<file path="config.mk">
export PLATFORM = sky130hd
export DESIGN_NAME = popcam_top
export DESIGN_NICKNAME = d
export VERILOG_FILES = /design/src/rtl/popcam_pkg.sv /design/src/rtl/popcam_count.sv /design/src/rtl/popcam_row.sv /design/src/rtl/popcam_encoder.sv /design/src/rtl/popcam_top.sv
export SDC_FILE = /design/constraint.sdc
export NUM_CORES = 1
export LEC_CHECK = 0
export ABC_AREA = 1
export CAP_MARGIN = 5
export CORE_AREA = 2 2 91 181
export DETAILED_ROUTE_END_ITERATION = 7
export DIE_AREA = 0 0 93 183
export PLACE_DENSITY = 0.73
export SKIP_LAST_GASP = 1
export SLEW_MARGIN = 40
export SYNTH_ARGS = -nofsm -noshare
export SYNTH_HDL_FRONTEND = slang
export SYNTH_SLANG_ARGS = --single-unit
</file>
<file path="constraint.sdc">
create_clock -name clk -period 4.14 [get_ports clk]
set_input_delay 0.621 -clock clk [delete_from_list [all_inputs] [get_ports clk]]
set_output_delay 0.621 -clock clk [all_outputs]
set_load 0.01 [all_outputs]
</file>
<file path="src/rtl/popcam_pkg.sv">
package popcam_pkg;

    // Operation decoded from the two strobes: {search, write}
    typedef enum logic [1:0] {
        OP_IDLE   = 2'b00,
        OP_WRITE  = 2'b01,
        OP_SEARCH = 2'b10,
        OP_BOTH   = 2'b11
    } popcam_op_e;

endpackage

</file>
<file path="src/rtl/popcam_count.sv">
// Population counter: number of set bits in a vector.
module popcam_count #(
    parameter int N  = 8,
    parameter int OW = 4
) (
    input  logic [N-1:0]  bits,
    output logic [OW-1:0] ones
);

    always_comb begin
        ones = '0;
        for (int i = 0; i < N; i++) begin
            ones = ones + OW'(bits[i]);
        end
    end

endmodule

</file>
<file path="src/rtl/popcam_row.sv">
// One storage row: word, its ones-count segment and a valid bit.
// Stage one compares the counts; stage two compares the data and
// only counts when stage one passed.
module popcam_row #(
    parameter int WIDTH = 8,
    parameter int CW    = 4
) (
    input  logic             clk,
    input  logic             rst_n,
    input  logic             wr_sel,
    input  logic [WIDTH-1:0] wr_data,
    input  logic [CW-1:0]    wr_ones,
    input  logic             wr_valid,
    input  logic [WIDTH-1:0] key,
    input  logic [CW-1:0]    key_ones,
    output logic             pass1,
    output logic             hit
);

    typedef struct packed {
        logic             valid;
        logic [CW-1:0]    ones;
        logic [WIDTH-1:0] data;
    } row_t;

    row_t row_d, row_q;
    logic data_eq;

    always_comb begin
        row_d = row_q;
        if (wr_sel) begin
            row_d.valid = wr_valid;
            row_d.ones  = wr_ones;
            row_d.data  = wr_data;
        end
    end

    always_ff @(posedge clk or negedge rst_n) begin
        if (!rst_n) begin
            row_q <= '0;
        end else begin
            row_q <= row_d;
        end
    end

    // Stage one: count segment only
    assign pass1 = row_q.valid && (row_q.ones == key_ones);

    // Stage two: data comparison enabled only by stage one
    always_comb begin
        data_eq = 1'b0;
        if (pass1) begin
            data_eq = (row_q.data == key);
        end
    end

    assign hit = data_eq;

endmodule

</file>
<file path="src/rtl/popcam_encoder.sv">
// Lowest-index encoder with multiple-hit detection.
module popcam_encoder #(
    parameter int ROWS = 8,
    parameter int AW   = 3
) (
    input  logic [ROWS-1:0] flags,
    output logic            any,
    output logic            multi,
    output logic [AW-1:0]   addr
);

    always_comb begin
        any   = 1'b0;
        multi = 1'b0;
        addr  = '0;
        for (int i = 0; i < ROWS; i++) begin
            if (flags[i]) begin
                if (any) begin
                    multi = 1'b1;
                end else begin
                    any  = 1'b1;
                    addr = AW'(i);
                end
            end
        end
    end

endmodule

</file>
<file path="src/rtl/popcam_top.sv">
module popcam_top
    import popcam_pkg::*;
#(
    parameter int ROWS  = 8,
    parameter int WIDTH = 8,
    localparam int AW   = (ROWS > 1) ? $clog2(ROWS) : 1,
    localparam int CW   = $clog2(WIDTH + 1),
    localparam int SW   = $clog2(ROWS + 1)
) (
    input  logic             clk,
    input  logic             rst_n,
    input  logic             wr_en,
    input  logic [AW-1:0]    wr_addr,
    input  logic [WIDTH-1:0] wr_data,
    input  logic             wr_valid,
    input  logic             srch_en,
    input  logic [WIDTH-1:0] srch_key,
    output logic             res_valid,
    output logic [ROWS-1:0]  hit_flags,
    output logic             hit_any,
    output logic             hit_multi,
    output logic [AW-1:0]    hit_addr,
    output logic [SW-1:0]    stage2_cnt
);

    typedef struct packed {
        logic            rvalid;
        logic [ROWS-1:0] flags;
        logic            any;
        logic            multi;
        logic [AW-1:0]   addr;
        logic [SW-1:0]   s2cnt;
    } res_t;

    popcam_op_e        op;
    logic [CW-1:0]     wr_ones;
    logic [CW-1:0]     key_ones;
    logic [ROWS-1:0]   pass1_vec;
    logic [ROWS-1:0]   hit_vec;
    logic [SW-1:0]     pass1_cnt;
    logic              enc_any;
    logic              enc_multi;
    logic [AW-1:0]     enc_addr;
    res_t              res_d, res_q;

    assign op = popcam_op_e'({srch_en, wr_en});

    // Counting segments for the incoming word and for the key
    popcam_count #(.N(WIDTH), .OW(CW)) u_wr_cnt (
        .bits (wr_data),
        .ones (wr_ones)
    );

    popcam_count #(.N(WIDTH), .OW(CW)) u_key_cnt (
        .bits (srch_key),
        .ones (key_ones)
    );

    for (genvar r = 0; r < ROWS; r++) begin : g_row
        logic sel;
        assign sel = (op == OP_WRITE || op == OP_BOTH) && (wr_addr == AW'(r));

        popcam_row #(.WIDTH(WIDTH), .CW(CW)) u_row (
            .clk      (clk),
            .rst_n    (rst_n),
            .wr_sel   (sel),
            .wr_data  (wr_data),
            .wr_ones  (wr_ones),
            .wr_valid (wr_valid),
            .key      (srch_key),
            .key_ones (key_ones),
            .pass1    (pass1_vec[r]),
            .hit      (hit_vec[r])
        );
    end

    popcam_count #(.N(ROWS), .OW(SW)) u_s2_cnt (
        .bits (pass1_vec),
        .ones (pass1_cnt)
    );

    popcam_encoder #(.ROWS(ROWS), .AW(AW)) u_enc (
        .flags (hit_vec),
        .any   (enc_any),
        .multi (enc_multi),
        .addr  (enc_addr)
    );

    always_comb begin
        res_d        = res_q;
        res_d.rvalid = 1'b0;
        if (op == OP_SEARCH || op == OP_BOTH) begin
            res_d.rvalid = 1'b1;
            res_d.flags  = hit_vec;
            res_d.any    = enc_any;
            res_d.multi  = enc_multi;
            res_d.addr   = enc_addr;
            res_d.s2cnt  = pass1_cnt;
        end
    end

    always_ff @(posedge clk or negedge rst_n) begin
        if (!rst_n) begin
            res_q <= '0;
        end else begin
            res_q <= res_d;
        end
    end

    assign res_valid  = res_q.rvalid;
    assign hit_flags  = res_q.flags;
    assign hit_any    = res_q.any;
    assign hit_multi  = res_q.multi;
    assign hit_addr   = res_q.addr;
    assign stage2_cnt = res_q.s2cnt;

endmodule

</file>
==> results.py <==
metrics = {
    "route": {
        "routed_wl_um": 18500,
        "drc_errors": 0,
        "drt_first_pass_iters": 5,
        "drt_iter0_markers": 376,
        "ant_nets": 0,
        "via_per_inst": 5.05,
        "vias": 5845,
        "routedWlPerCell_um": 15.9,
    },
    "yosys": {
        "syn-num-nets": 897,
        "synth_area_per_cell_um2": 7.98,
        "yosys.area.top_type": "dfrtp_1",
        "syn_inst": 852,
        "synth_warnings": 0,
        "synth_top_family_by_area": "simple AND/OR/NAND/NOR gates",
        "yosysSeqAreaShare": 0.449,
        "synth_most_common_cell": "nand2_1",
        "synth_top_area_share": 0.449,
        "synth-main-ff-cell": "dfrtp_1",
        "synth_seq_cells": 122,
        "synth-edff-count": 0,
        "synth.distinct_cells": 28,
        "synthSimpleGateAreaFrac": 0.249,
        "synth.area.mux_share": 0,
        "synth_area_um2": 6800,
        "synth_fa_ha_area_frac": 0.0519,
        "synthTopCellsByArea": "dfrtp_1 45%, nand2_1 15%, o21ai_0 7.7%, xnor2_1 6.7%, inv_1 5.0%",
        "synth_xor_area_frac": 0.0861,
        "yosys-top-cells-count": "263 x nand2_1, 122 x dfrtp_1, 105 x o21ai_0",
        "async_flop_share": 1.00,
        "synth_compound_area_frac": 0.0911,
    },
    "die": {
        "dieArea_um2": 17000,
        "core_um2": 15600,
        "fp.dieH_um": 183,
        "fp.dieW_um": 93,
        "initial_core_util": 0.436,
        "io-pin-count": 42,
        "rows": 65,
    },
    "worst_setup_path": {
        "worst-setup-path-type": "primary input to flip-flop",
        "worst_setup_path_end_kind": "flip-flop",
        "worstPathMaxFanout": 4,
        "cp_slowest_stage_delay_ns": 0.52,
        "crit_slowest_cell": "fa_2",
        "path_cells": "buf_6, ha_4, inv_4, fa_1, fa_1, fa_2, inv_2, fa_2, nand2_1, nand3_2, nor2_4, nand2_2, nor2_4, ha_4, inv_2, fa_1, fa_1, fa_2, fa_2, o21ai_1",
        "cp_num_buf_inv": 4,
        "cp.required_ns": 4.42,
        "start_kind": "primary input",
        "crit_arrival_ns": 5.48,
        "path_delay_family": "adder cells",
    },
    "timing": {
        "finalCriticalPeriod_ns": 5.20,
        "finalSetupViolCount": 4,
        "setup-tns-final_ns": -3.56,
        "fin_crit_sh": 1.26,
        "fin_skew_ns": 0.00620,
        "relSlewSlack": 0.482,
        "setup_ws_ns": -1.06,
        "worstMarginPinSlew_ns": 0.776,
        "finalHoldWorstSlack_ns": 0.200,
        "report.final.slew_viol_count": 0,
        "rsz0062_at_grt": "yes",
        "finalHoldViolCount": 0,
        "fmax_mhz": 192,
    },
    "global_routing": {
        "grt_overflow": 0,
        "grtUsageTotal": 0.229,
        "grt_pass1_wl_um": 29700,
        "grt_max_degree": 73,
        "antenna_found_initial": 0,
        "grt_pass1_vias": 5762,
    },
    "finish": {
        "instances_no_fill": 1158,
        "stdcell_area_um2": 8500,
        "multi_input_area_um2": 3340,
        "area_growth_pct": 24.9,
        "n_fill_cell": 1411,
        "nets": 989,
        "drive_gt1_frac": 0.166,
        "regArea_um2": 3050,
        "diodes": 0,
    },
    "power_and_ir_drop": {
        "internal-power_w": 0.00288,
        "p_clk_frac": 0.361,
        "swShare": 0.330,
        "p_comb_frac": 0.267,
        "power_density_nw_per_um2": 506,
        "p_seq_frac": 0.373,
        "p_leak_nw": 4.08,
        "ir_drop_mv": 0.339,
        "power_switching_w": 0.00142,
    },
    "place": {
        "gp_congestion": 0.919,
        "dp.cells": 1121,
        "post-place-ws_ns": -2.01,
        "dp_hpwl_um": 13300,
        "post_dp_cell_area_um2": 7770,
        "portBuffers": 41,
    },
    "clock_tree": {
        "postCtsHoldBufs": 0,
        "h-tree-depth": 4,
        "cts.sinks": 122,
        "clockBufferDepth": 2,
        "insertion_delay_ns": 0.43,
        "root_buffer": "clkbuf_16",
        "clk_pin_slew_ns": 0.06,
        "cts_buffers": 17,
        "cts_tree": "built",
    },
    "run": {
        "max-cap-violations": 0,
    },
    "status": {
        "outcome": "finished, violations left",
        "violations": "setup timing",
    },
    "hold_path": {
        "hold_path.class": "primary input to async pin",
    },
}
[final cells by class]
class / count / area share
Multi-Input combinational cell: 603 / 0.393
Sequential cell: 122 / 0.359
Timing Repair Buffer: 101 / 0.102
Clock buffer: 17 / 0.0501
Inverter: 99 / 0.0440
Tap cell: 201 / 0.0296
Clock inverter: 15 / 0.0222
[cell usage in the layout, fill, tap and decap left out, types with 2 or more instances in the layout]
cell             Yosys  layout
ha_4                 0       2
nand2_1            263     260
o21ai_0            105      99
nand2_2             14      17
nor2_2               6       5
ha_1                 9       7
fa_2                 0       4
clkdlybuf4s50_1      0      36
nand2_4              3       3
dfrtp_1            122     122
xnor2_1             52      52
a21oi_1             15      15
inv_6                0       5
bufinv_16            0       3
nand3_1             29      28
nor2_4               4       8
nand3_2              4       5
nor2_1              64      61
nor3_2               0       2
fa_1                12       8
xor2_1              13      13
clkbuf_16            0      17
buf_6                0       4
clkinvlp_4           0       4
buf_4                3      59
inv_1               91      85
clkinv_1             3       3
inv_2                5      10
nand3_4              2       2
o21ai_1              0       6
[metrics by stage]
step,power [W],util
after floorplan,0.00233,-
after global placement,0.00264,0.497
after detailed placement,0.00268,0.498
after CTS,0.00427,0.540
after global routing,0.00452,0.544
final,0.00430,0.544
[power groups by stage]
stage	clock, W	combinational [W]	sequential, W
3_3_place_gp	0	0.00104	0.00160
2_1_floorplan	0	0.000748	0.00158
6_report	0.00155	0.00115	0.00160
3_5_place_dp	0	0.00107	0.00161
4_1_cts	0.00157	0.00110	0.00160
5_1_grt	0.00162	0.00128	0.00163
[worst paths after layout]
check / startpoint / end / slack, ns / depth (start not counted)
max: srch_key[1] / stage2_cnt[1] / -1.06 / 20
min: rst_n / g_row[1].u_row.row_q[6] / 0.20 / 1
max reg2reg: g_row[0].u_row.row_q[8] / stage2_cnt[1] / 0.95 / 11
min reg2reg: hit_flags[1] / hit_flags[1] / 0.48 / 2
max in group asynchronous: rst_n / g_row[2].u_row.row_q[12] / 3.12 / 2
min in group clk: hit_flags[1] / hit_flags[1] / 0.48 / 2
[flip-flops by register name, indices dropped and copies added (netlist names)]
register / count
g_row.u_row.row_q: 104
hit_flags: 8
stage2_cnt: 4
hit_addr: 3
hit_any: 1
hit_multi: 1
res_valid: 1
[what timing repair did]
item	in CTS	in global routing
pin swaps	2	6
endpoints found under the setup margin	11	8
resized for setup	23	15
hold endpoints to repair	0	0
setup buffers	3	2
[logic make-up after synthesis]
kind of cell	Yosys count
AND/OR/NAND/NOR	394
buffers and inverters	127
AO/OA/AOI/OAI	122
flip-flops	122
XOR/XNOR	66
adder cells (fa/ha/maj)	21
[metal layers]
layer  global-route usage  vias up  wire, um
met4                0.129        0      1060
met3               0.0489       59      1000
met1                0.265     2730      7080
met5                    0        -         0
li1                     -     2813         -
met2                0.389      243      9320
Note: power is estimated with default switching activity, not from simulation.
